==> src/rtl/cell_gen_pkg.sv <==
package cell_gen_pkg;
  localparam int          RAND_W     = 16;
  localparam logic [15:0] LFSR_POLY  = 16'hB400;
  // suggested probabilities: mean active ~1200 slots, mean idle ~800 slots
  localparam logic [15:0] DEF_P_END   = 16'd55;
  localparam logic [15:0] DEF_P_START = 16'd82;

  typedef enum logic {ST_IDLE = 1'b0, ST_ACTIVE = 1'b1} burst_st_e;

  function automatic logic [RAND_W-1:0] seed_salt(input int idx);
    return RAND_W'((idx + 1) * 40503);
  endfunction
endpackage

==> src/rtl/cg_lfsr.sv <==
module cg_lfsr #(
  parameter int              W     = 16,
  parameter logic [W-1:0]    POLY  = 16'hB400,
  parameter int              STEPS = 16
) (
  input  logic         clk_i,
  input  logic         rst_ni,
  input  logic         load_i,
  input  logic         adv_i,
  input  logic [W-1:0] seed_i,
  output logic [W-1:0] state_o
);
  logic [W-1:0] st_q, st_nxt;

  // several Galois steps per slot to decorrelate consecutive draws
  always_comb begin
    st_nxt = st_q;
    for (int s = 0; s < STEPS; s++)
      st_nxt = st_nxt[0] ? ((st_nxt >> 1) ^ POLY) : (st_nxt >> 1);
  end

  always_ff @(posedge clk_i or negedge rst_ni) begin
    if (!rst_ni)      st_q <= W'(1);
    else if (load_i)  st_q <= (seed_i == '0) ? W'(1) : seed_i;
    else if (adv_i)   st_q <= st_nxt;
  end

  assign state_o = st_q;

  assert_lfsr_alive_R12: assert property (@(posedge clk_i) disable iff (!rst_ni)
    st_q != '0);
endmodule

==> src/rtl/cg_burst_fsm.sv <==
module cg_burst_fsm
  import cell_gen_pkg::*;
#(
  parameter int CNT_W = 32
) (
  input  logic              clk_i,
  input  logic              rst_ni,
  input  logic              slot_en_i,
  input  logic [RAND_W-1:0] draw_i,
  input  logic [RAND_W-1:0] p_end_i,
  input  logic [RAND_W-1:0] p_start_i,
  output logic              on_o,
  output logic [CNT_W-1:0]  on_slots_o,
  output logic [CNT_W-1:0]  off_slots_o
);
  burst_st_e st_q, st_d;
  logic [CNT_W-1:0] on_cnt_q, off_cnt_q;

  always_comb begin
    st_d = st_q;
    if (slot_en_i) begin
      if (st_q == ST_ACTIVE) begin
        if (draw_i < p_end_i) st_d = ST_IDLE;
      end else begin
        if (draw_i < p_start_i) st_d = ST_ACTIVE;
      end
    end
  end

  always_ff @(posedge clk_i or negedge rst_ni) begin
    if (!rst_ni) begin
      st_q      <= ST_IDLE;
      on_cnt_q  <= '0;
      off_cnt_q <= '0;
    end else begin
      st_q <= st_d;
      if (slot_en_i) begin
        if (st_q == ST_ACTIVE) on_cnt_q  <= on_cnt_q + 1'b1;
        else                   off_cnt_q <= off_cnt_q + 1'b1;
      end
    end
  end

  assign on_o        = (st_q == ST_ACTIVE);
  assign on_slots_o  = on_cnt_q;
  assign off_slots_o = off_cnt_q;

  assert_idle_hold_R13: assert property (@(posedge clk_i) disable iff (!rst_ni)
    !slot_en_i |=> $stable(on_o) && $stable(on_slots_o) && $stable(off_slots_o));
  assert_end_certain_R4: assert property (@(posedge clk_i) disable iff (!rst_ni)
    (slot_en_i && on_o && p_end_i == 16'hFFFF) |=> !on_o);
  assert_start_never_R3: assert property (@(posedge clk_i) disable iff (!rst_ni)
    (slot_en_i && !on_o && p_start_i == '0) |=> !on_o);
endmodule

==> src/rtl/cg_dst_sel.sv <==
module cg_dst_sel #(
  parameter int N_PORTS = 16,
  parameter int PW      = 4,
  parameter int TRIES   = 8,
  parameter int POOL_W  = 32
) (
  input  logic               use_hot_i,
  input  logic [N_PORTS-1:0] hot_mask_i,
  input  logic [POOL_W-1:0]  pool_i,
  output logic [PW-1:0]      dst_o,
  output logic [N_PORTS-1:0] set_o
);
  localparam int KW = $clog2(N_PORTS + 1);

  logic [KW-1:0] k, rmask, seen, rank;
  logic [PW-1:0] cand;
  logic          found;

  always_comb begin
    set_o = (use_hot_i && (|hot_mask_i)) ? hot_mask_i : '1;
    k = '0;
    for (int i = 0; i < N_PORTS; i++) k = k + KW'(set_o[i]);
    // smallest all-ones mask covering k-1
    rmask = k - 1'b1;
    for (int b = 0; b < KW; b++) rmask = rmask | (rmask >> 1);
    // parallel rejection tries, first accepted wins
    found = 1'b0;
    rank  = '0;
    cand  = '0;
    for (int t = 0; t < TRIES; t++) begin
      cand = pool_i[t*PW +: PW] & rmask[PW-1:0];
      if (!found && (KW'(cand) < k)) begin
        rank  = KW'(cand);
        found = 1'b1;
      end
    end
    if (!found) rank = KW'(cand) - k;
    // map rank to the rank-th member of the set
    dst_o = '0;
    seen  = '0;
    for (int i = 0; i < N_PORTS; i++) begin
      if (set_o[i]) begin
        if (seen == rank) dst_o = PW'(i);
        seen = seen + 1'b1;
      end
    end
  end
endmodule

==> src/rtl/cell_traffic_gen.sv <==
module cell_traffic_gen
  import cell_gen_pkg::*;
#(
  parameter int N_PORTS = 16,
  parameter int TRIES   = 8,
  parameter int CNT_W   = 32,
  localparam int PW     = $clog2(N_PORTS)
) (
  input  logic               clk_i,
  input  logic               rst_ni,
  input  logic [15:0]        seed_i,
  input  logic               slot_i,
  input  logic [15:0]        p_end_i,
  input  logic [15:0]        p_start_i,
  input  logic [15:0]        skew_i,
  input  logic [N_PORTS-1:0] hot_mask_i,
  output logic               cell_vld_o,
  output logic [PW-1:0]      cell_dst_o,
  output logic               on_o,
  output logic [CNT_W-1:0]   on_slots_o,
  output logic [CNT_W-1:0]   off_slots_o
);
  localparam int CAND_BITS = TRIES * PW;
  localparam int N_CAND    = (CAND_BITS + RAND_W - 1) / RAND_W;
  localparam int N_LFSR    = 2 + N_CAND;
  localparam int POOL_W    = N_CAND * RAND_W;

  logic              load_q, slot_en, use_hot;
  logic [RAND_W-1:0] lfsr_st [N_LFSR];
  logic [RAND_W-1:0] draw_burst, draw_hot;
  logic [POOL_W-1:0] pool;
  logic [PW-1:0]     sel_dst;
  logic [N_PORTS-1:0] sel_set;

  always_ff @(posedge clk_i or negedge rst_ni) begin
    if (!rst_ni) load_q <= 1'b1;
    else         load_q <= 1'b0;
  end

  assign slot_en = slot_i & ~load_q;

  for (genvar g = 0; g < N_LFSR; g++) begin : g_lfsr
    cg_lfsr #(.W(RAND_W), .POLY(LFSR_POLY), .STEPS(RAND_W)) u_lfsr (
      .clk_i   (clk_i),
      .rst_ni  (rst_ni),
      .load_i  (load_q),
      .adv_i   (slot_en),
      .seed_i  (seed_i ^ seed_salt(g)),
      .state_o (lfsr_st[g])
    );
  end

  for (genvar c = 0; c < N_CAND; c++) begin : g_pool
    assign pool[c*RAND_W +: RAND_W] = lfsr_st[2+c];
  end

  // draws span 0..65534, so 0 never hits and 16'hFFFF always hits
  assign draw_burst = lfsr_st[0] - 1'b1;
  assign draw_hot   = lfsr_st[1] - 1'b1;
  assign use_hot    = draw_hot < skew_i;

  cg_burst_fsm #(.CNT_W(CNT_W)) u_fsm (
    .clk_i       (clk_i),
    .rst_ni      (rst_ni),
    .slot_en_i   (slot_en),
    .draw_i      (draw_burst),
    .p_end_i     (p_end_i),
    .p_start_i   (p_start_i),
    .on_o        (on_o),
    .on_slots_o  (on_slots_o),
    .off_slots_o (off_slots_o)
  );

  cg_dst_sel #(.N_PORTS(N_PORTS), .PW(PW), .TRIES(TRIES), .POOL_W(POOL_W)) u_dst (
    .use_hot_i  (use_hot),
    .hot_mask_i (hot_mask_i),
    .pool_i     (pool),
    .dst_o      (sel_dst),
    .set_o      (sel_set)
  );

  always_ff @(posedge clk_i or negedge rst_ni) begin
    if (!rst_ni) begin
      cell_vld_o <= 1'b0;
      cell_dst_o <= '0;
    end else begin
      cell_vld_o <= slot_en & on_o;
      if (slot_en && on_o) cell_dst_o <= sel_dst;
    end
  end

  assert_dst_in_set_R7: assert property (@(posedge clk_i) disable iff (!rst_ni)
    sel_set[sel_dst]);
  assert_vld_after_slot_R2: assert property (@(posedge clk_i) disable iff (!rst_ni)
    cell_vld_o |-> $past(slot_i));
  assert_cnt_step_R5: assert property (@(posedge clk_i) disable iff (!rst_ni)
    slot_en |=> CNT_W'(on_slots_o + off_slots_o) ==
                CNT_W'($past(on_slots_o) + $past(off_slots_o) + 1));
endmodule

==> config.mk <==
export PLATFORM = sky130hd
export DESIGN_NAME = cell_traffic_gen
export DESIGN_NICKNAME = d
export VERILOG_FILES = /design/src/rtl/cell_gen_pkg.sv /design/src/rtl/cg_lfsr.sv /design/src/rtl/cg_burst_fsm.sv /design/src/rtl/cg_dst_sel.sv /design/src/rtl/cell_traffic_gen.sv
export SDC_FILE = /design/constraint.sdc
export NUM_CORES = 1
export LEC_CHECK = 0
export BUFFER_PORTS_ARGS = -buffer_cell sky130_fd_sc_hd__buf_2
export CAP_MARGIN = 20
export CORE_ASPECT_RATIO = 0.8
export CORE_MARGIN = 2
export CORE_UTILIZATION = 41
export CTS_CLUSTER_DIAMETER = 80
export DETAILED_ROUTE_END_ITERATION = 10
export SLEW_MARGIN = 20
export SYNTH_ARGS = -nofsm -noshare
export SYNTH_HDL_FRONTEND = slang
export SYNTH_HIERARCHICAL = 1
export SYNTH_SLANG_ARGS = --single-unit
==> constraint.sdc <==
create_clock -name clk_i -period 33.5 [get_ports clk_i]
set_input_delay 1.675 -clock clk_i [delete_from_list [all_inputs] [get_ports clk_i]]
set_output_delay 1.675 -clock clk_i [all_outputs]
set_load 0.01 [all_outputs]
# --- Yosys cells after proc, flatten, opt, wreduce, memory -nomap -nowiden ---
# Cells that the tools add are included.
word_totals:
  wordCells: 322
  output_inout_bits: 70
  regBits: 135
  in_bits: 83
op_classes:
  n_addsub: 35
  n_reduce_logical: 24
  n_lt_le_gt_ge: 11
  n_eq_ne: 15
  n_mux: 142
  bitwise_logic: 85
op_table:
  columns: ["op", "n"]
  rows:
  - ["$mux W16", 77]
  - ["$not A3 Y4", 64]
  - ["$mux W4", 30]
  - ["$mux W5", 22]
  - ["$add A5 B1 Y5", 14]
  - ["$eq A5 B5 Y1", 14]
  - ["$add A5 B1 Y5 const B", 13]
  - ["$add A32 B1 Y32 const B", 2]
  - ["$logic_not A16 Y1", 4]
  - ["$lt A16 B16 Y1", 3]
  - ["$lt A4 B5 Y1", 8]
  - ["$and A4 B4 Y4", 8]
  - ["$sub A16 B1 Y16 const B", 2]
  - ["$not A9 Y9", 3]
  - ["$or A5 B4 Y5", 4]
  - ["$reduce_or A16 Y1", 1]
  - ["$mux W1", 13]
  - ["$not A10 Y10", 1]
  - ["$logic_and A1 B1 Y1", 9]
  - ["$logic_not A1 Y1", 7]
  - ["$eq A1 B5 Y1", 1]
  - ["$sub A4 B5 Y5", 1]
  - ["$sub A5 B1 Y5 const B", 1]
  - ["$or A4 B4 Y4", 1]
  - ["6 further kinds", 9]

# --- Logic depth before layout (Yosys ltp) ---
logic_depth:
  ltp_word: 81
  mapped_depth: 62
  ltp_nobuf: 57

# --- Cells and area by module ---
# Netlist, hierarchy kept.
by_module_without_submodules:
  columns: ["mod", "instances", "cells_per_inst", "area_per_inst_um2"]
  rows:
  - ["cg_dst_sel", 1, 715, 5157.4]
  - ["cg_lfsr (g_lfsr[1].u_lfsr ...)", 3, 128, 1233.7]
  - ["cg_burst_fsm", 1, 348, 3587.2]
  - ["cg_lfsr (g_lfsr[0].u_lfsr)", 1, 116, 1249.9]
  - ["cell_traffic_gen", 1, 161, 1219.9]

# --- Worst setup path before layout ---
# Ideal clock, no wire load.
synth_timing:
  path_kind: "input-to-reg"
  start: "in hot_mask_i[7]"
  end: "reg cell_dst_o[1]"
  arrival_ns: 12.653
  setup_ns: 0.125
  slack_ns: 20.722
  path_buffers: 7
  path_stages: 42
  cell_sequence: "buf_6 > or4_4 > o41ai_1 > buf_2 > buf_6 > buf_2 > buf_2 > nor2_1 > fa_1 > inv_1 > ha_1 > inv_1 > fa_1 > fa_1 > inv_1 > fa_1 > fa_1 > fa_1 > [... 6 more ...] > nand3_1 > clkbuf_1 > and2_1 > ha_1 > nand4_1 > nand2b_1 > a311oi_1 > o21bai_1 > or4b_1 > clkbuf_1 > nor3_2 > xnor2_4 > xor2_4 > xor2_4 > or4_1 > o21ai_1 > o21ai_1 > mux2_2"
synth_between:
  elab_chain_len: 78
  elab_cells_between_ends: 143
  cone_classes: "31 x add/sub; 8 x order compare; 14 x eq/ne; 61 x mux; 13 x bitwise; 16 x reduce/logical"
synth_lines:
  columns: ["element", "line_no", "source"]
  rows:
  - ["from (decl)", "cell_traffic_gen.sv:16", "input logic [N_PORTS-1:0] hot_mask_i,"]
  - ["$reduce_or A16 Y1", "cg_dst_sel.sv:20", "set_o = (use_hot_i && (|hot_mask_i)) ? hot_mask_i : '1;"]
  - ["$logic_and A1 B1 Y1", "cg_dst_sel.sv:20", null]
  - ["$mux W16 (*)", "cg_dst_sel.sv:20", null]
  - ["$add A1 B1 Y2", "cg_dst_sel.sv:22", "for (int i = 0; i < N_PORTS; i++) k = k + KW'(set_o[i]);"]
  - ["$add A5 B1 Y5 (14 in a row)", "cg_dst_sel.sv:22", null]
  - ["$sub A5 B1 Y5", "cg_dst_sel.sv:24", "rmask = k - 1'b1;"]
  - ["$or A5 B4 Y5 (4 in a row)", "cg_dst_sel.sv:25", "for (int b = 0; b < KW; b++) rmask = rmask | (rmask >> 1);"]
  - ["$or A4 B4 Y4", "cg_dst_sel.sv:25", null]
  - ["[... 47 more ...]", null, null]
  - ["$mux W4", "cg_dst_sel.sv:42", "if (set_o[i]) begin"]
  - ["$mux W4", "cg_dst_sel.sv:43", "if (seen == rank) dst_o = PW'(i);"]
  - ["$mux W4", "cg_dst_sel.sv:42", null]
  - ["$mux W4", "cg_dst_sel.sv:43", null]
  - ["$mux W4", "cg_dst_sel.sv:42", null]
  - ["$mux W4", "cg_dst_sel.sv:43", null]
  - ["$mux W4 (*)", "cg_dst_sel.sv:42", null]
  - ["named net sel_dst[1]", "cell_traffic_gen.sv:32", "logic [PW-1:0] sel_dst;"]
  - ["to (signal assigned)", "cell_traffic_gen.sv:88", "if (slot_en && on_o) cell_dst_o <= sel_dst;"]
  - ["to (decl)", "cell_traffic_gen.sv:18", "output logic [PW-1:0] cell_dst_o,"]
# The timed path passes the listed nets; every way through them passes the cells marked *.
# A chain may end at the register's enable or synchronous reset.

# --- Final worst setup path ---
layout_timing:
  start: "reg g_lfsr[1].u_lfsr.st_q[3]"
  end: "reg cell_dst_o[0]"
layout_between:
  elab_chain_len: 81
  elab_cells_between_ends: 147
  cone_classes: "32 x add/sub; 9 x order compare; 15 x eq/ne; 63 x mux; 13 x bitwise; 15 x reduce/logical"
layout_lines:
  columns: ["element", "line_no", "source"]
  rows:
  - ["from (decl)", "cg_lfsr.sv:13", "logic [W-1:0] st_q, st_nxt;"]
  - ["from (signal assigned)", "cg_lfsr.sv:24", "else if (load_i) st_q <= (seed_i == '0) ? W'(1) : seed_i;"]
  - ["from (signal assigned)", "cg_lfsr.sv:25", "else if (adv_i) st_q <= st_nxt;"]
  - ["$sub A16 B1 Y16 (*)", "cell_traffic_gen.sv:59", "assign draw_hot = lfsr_st[1] - 1'b1;"]
  - ["$lt A16 B16 Y1 (*)", "cell_traffic_gen.sv:60", "assign use_hot = draw_hot < skew_i;"]
  - ["named net use_hot", "cell_traffic_gen.sv:28", "logic load_q, slot_en, use_hot;"]
  - ["$logic_and A1 B1 Y1 (*)", "cg_dst_sel.sv:20", null]
  - ["$mux W16 (*)", "cg_dst_sel.sv:20", null]
  - ["$add A1 B1 Y2", "cg_dst_sel.sv:22", null]
  - ["$add A5 B1 Y5 (14 in a row)", "cg_dst_sel.sv:22", null]
  - ["$sub A5 B1 Y5", "cg_dst_sel.sv:24", null]
  - ["[... 54 more ...]", null, null]
  - ["$mux W4", "cg_dst_sel.sv:42", null]
  - ["$mux W4", "cg_dst_sel.sv:43", null]
  - ["$mux W4", "cg_dst_sel.sv:42", null]
  - ["$mux W4", "cg_dst_sel.sv:43", null]
  - ["$mux W4", "cg_dst_sel.sv:42", null]
  - ["$mux W4", "cg_dst_sel.sv:43", null]
  - ["$mux W4 (*)", "cg_dst_sel.sv:42", null]
  - ["named net sel_dst[0]", "cell_traffic_gen.sv:32", null]
# Marked as above.

==> results.json <==
{
  "arrival_ps": 14320,
  "cp_data_required_time_ps": 33880,
  "syn_to_final_growth_pct": 10.9,
  "dp_hpwl_um": 31600,
  "cp_slowest_stage_delay_ps": 850,
  "first_global_vias": 12103,
  "fmax_mhz": 71.7,
  "cts_hold_buf": 0,
  "fillCellCount": 3554,
  "reg2reg_slack_ps": 19560,
  "critical_path.top_delay_family": "adder cells",
  "clock_skew_ps": 9.95,
  "cts_setup_buffers": 0,
  "r2r-start": "g_lfsr[1].u_lfsr/state_o[3]",
  "cts.clk_slew.worst_paths_ps": 60,
  "netlist_area_um2": 14900,
  "cts_resized": 0,
  "wirelength_um": 40800,
  "grt-busiest-layer": "met1",
  "routed_via_density": 5.50,
  "whs_path_depth": 1,
  "grtUsageMet2": 0.315,
  "setup_violations": 0,
  "avgRoutedWirePerCell_um": 17.6,
  "nets": 2024,
  "avgSynthCellArea_um2": 8.65,
  "grtUsageMet1": 0.330,
  "clk_latency_ps": 440,
  "cp_max_fo": 39,
  "drive_gt1_frac": 0.155,
  "path_class": "reg2reg",
  "dieArea_um2": 37900,
  "die_h_um": 175,
  "timing.slew.headroom": 0.354,
  "fin_setup_tns_ps": 0,
  "syn_inst": 1723,
  "final_max_slew_viol_count": 0,
  "dr.pass1.iters": 6,
  "dr.first_iter.drc_count": 1370,
  "cp-start-kind": "flop",
  "cts_root_buffer": "clkbuf_16",
  "grt_max_degree": 71,
  "status": "finished clean",
  "antenna_found_initial": 1,
  "path_buf_inv": 5,
  "ff2ff_path_depth": 45,
  "gr-usage-all-layers": 0.216,
  "fin_crit_sh": 0.416,
  "io_buffers": 152,
  "rsz0062_at_grt": "false",
  "post-route-util": 0.461,
  "min-delay-start": "u_fsm/on_slots_o[31]",
  "rows": 62,
  "overflow": 0,
  "min_to": "u_fsm/on_slots_o[31]",
  "critPathMostFrequentCell": "fa_1",
  "crit_path_end_kind": "flop",
  "worstHoldPathType": "reg2reg",
  "cts_tree": "done",
  "ys_warn_count": 6,
  "post-route-min-period_ps": 13940,
  "drc": 0,
  "r2r_end": "cell_dst_o[0]",
  "gr-usage-met3": 0.0421,
  "clk_path_buf_depth": 2,
  "cap_violations": 0,
  "io_pins": 153,
  "core_area_um2": 35800,
  "htreeDepth": 4,
  "synth_fp_nets": 1917,
  "cts_inserted_buffers": 17,
  "slowest_stage": "fa_1",
  "start_util": 0.416,
  "grt_pass1_wl_um": 66000,
  "antenna_left": 0,
  "clock_sinks": 135,
  "die_w_um": 217,
  "tightest_slew_ps": 965,
  "hold_viol": 0,
  "gp_congestion": 0.923,
  "via_count": 12791
}
[metrics by stage]
step | area (µm²) | hold slack, ps | cells | worst slack (ps)
after CTS | 16500 | 467 | 2323 | 19660
after detailed placement | 16000 | 455 | 2291 | 19550
final | 16500 | 460 | 2324 | 19560
after global placement | 16000 | 453 | 2291 | 19860
after floorplan | 14900 | 504 | 1723 | 20720
after global routing | 16500 | 471 | 2324 | 18490
[area by class of cell]
cell class	instances	area, µm²	area share
antenna	1	2.50	0.000151
clock buffer	17	425	0.0257
clock inverter	15	119	0.00719
tap	480	601	0.0363
multi-input combinational	1373	10600	0.644
sequential	135	3380	0.205
inverter	143	537	0.0325
timing repair buffer	160	827	0.0500
[how the worst max path moves through the flow]
stage / from / endpoint / depth (start not counted)
2_1_floorplan: hot_mask_i[7] / cell_dst_o[1] / 42
3_3_place_gp: skew_i[13] / cell_dst_o[1] / 42
3_5_place_dp: skew_i[13] / cell_dst_o[1] / 42
4_1_cts: g_lfsr[1].u_lfsr/state_o[3] / cell_dst_o[0] / 45
5_1_grt: g_lfsr[1].u_lfsr/state_o[3] / cell_dst_o[1] / 45
6_report: g_lfsr[1].u_lfsr/state_o[3] / cell_dst_o[0] / 45
[per-layer routing]
layer | share of wire | wire (µm)
met5 | 0 | 0
met4 | 0.011 | 431
met3 | 0.063 | 2560
met2 | 0.42 | 17200
met1 | 0.51 | 20700
[worst register-to-register path: cells and delay by family, from the launching register on]
kind                       cells  cell delay, ps
AOI/OAI and AO/OA             12            3270
xor gates and xnor gates       6            1250
adders and majority gates     10            4250
buffers and inverters          5             510
DFF                            1             540
muxes                          1             190
and+or+nand+nor               11            3890
[sequential cells by signal (all words and copies together), names as in the netlist]
| name | count |
|---|---|
| cell_dst_o | 4 |
| u_fsm/off_slots_o | 32 |
| load_q | 1 |
| g_lfsr.u_lfsr/state_o | 64 |
| cell_vld_o | 1 |
| u_fsm/on_slots_o | 32 |
| u_fsm/on_o | 1 |
[layout by cell type (no fill, tap or decap), types with 18 or more instances in the layout]
cell,instances
nand3_1,51
and2_1,24
nor3_1,35
ha_1,99
o21ai_0,52
nor2b_1,18
mux2_2,26
dfrtp_1,130
inv_1,140
nor4_1,25
a21oi_1,70
buf_2,151
nand4_1,31
xnor2_1,226
xnor3_1,21
nor2_1,109
nand2_1,157
xor2_1,101
Power is not shown: default switching activity piles up to over one toggle a cycle in this logic, so the estimate is an artifact.
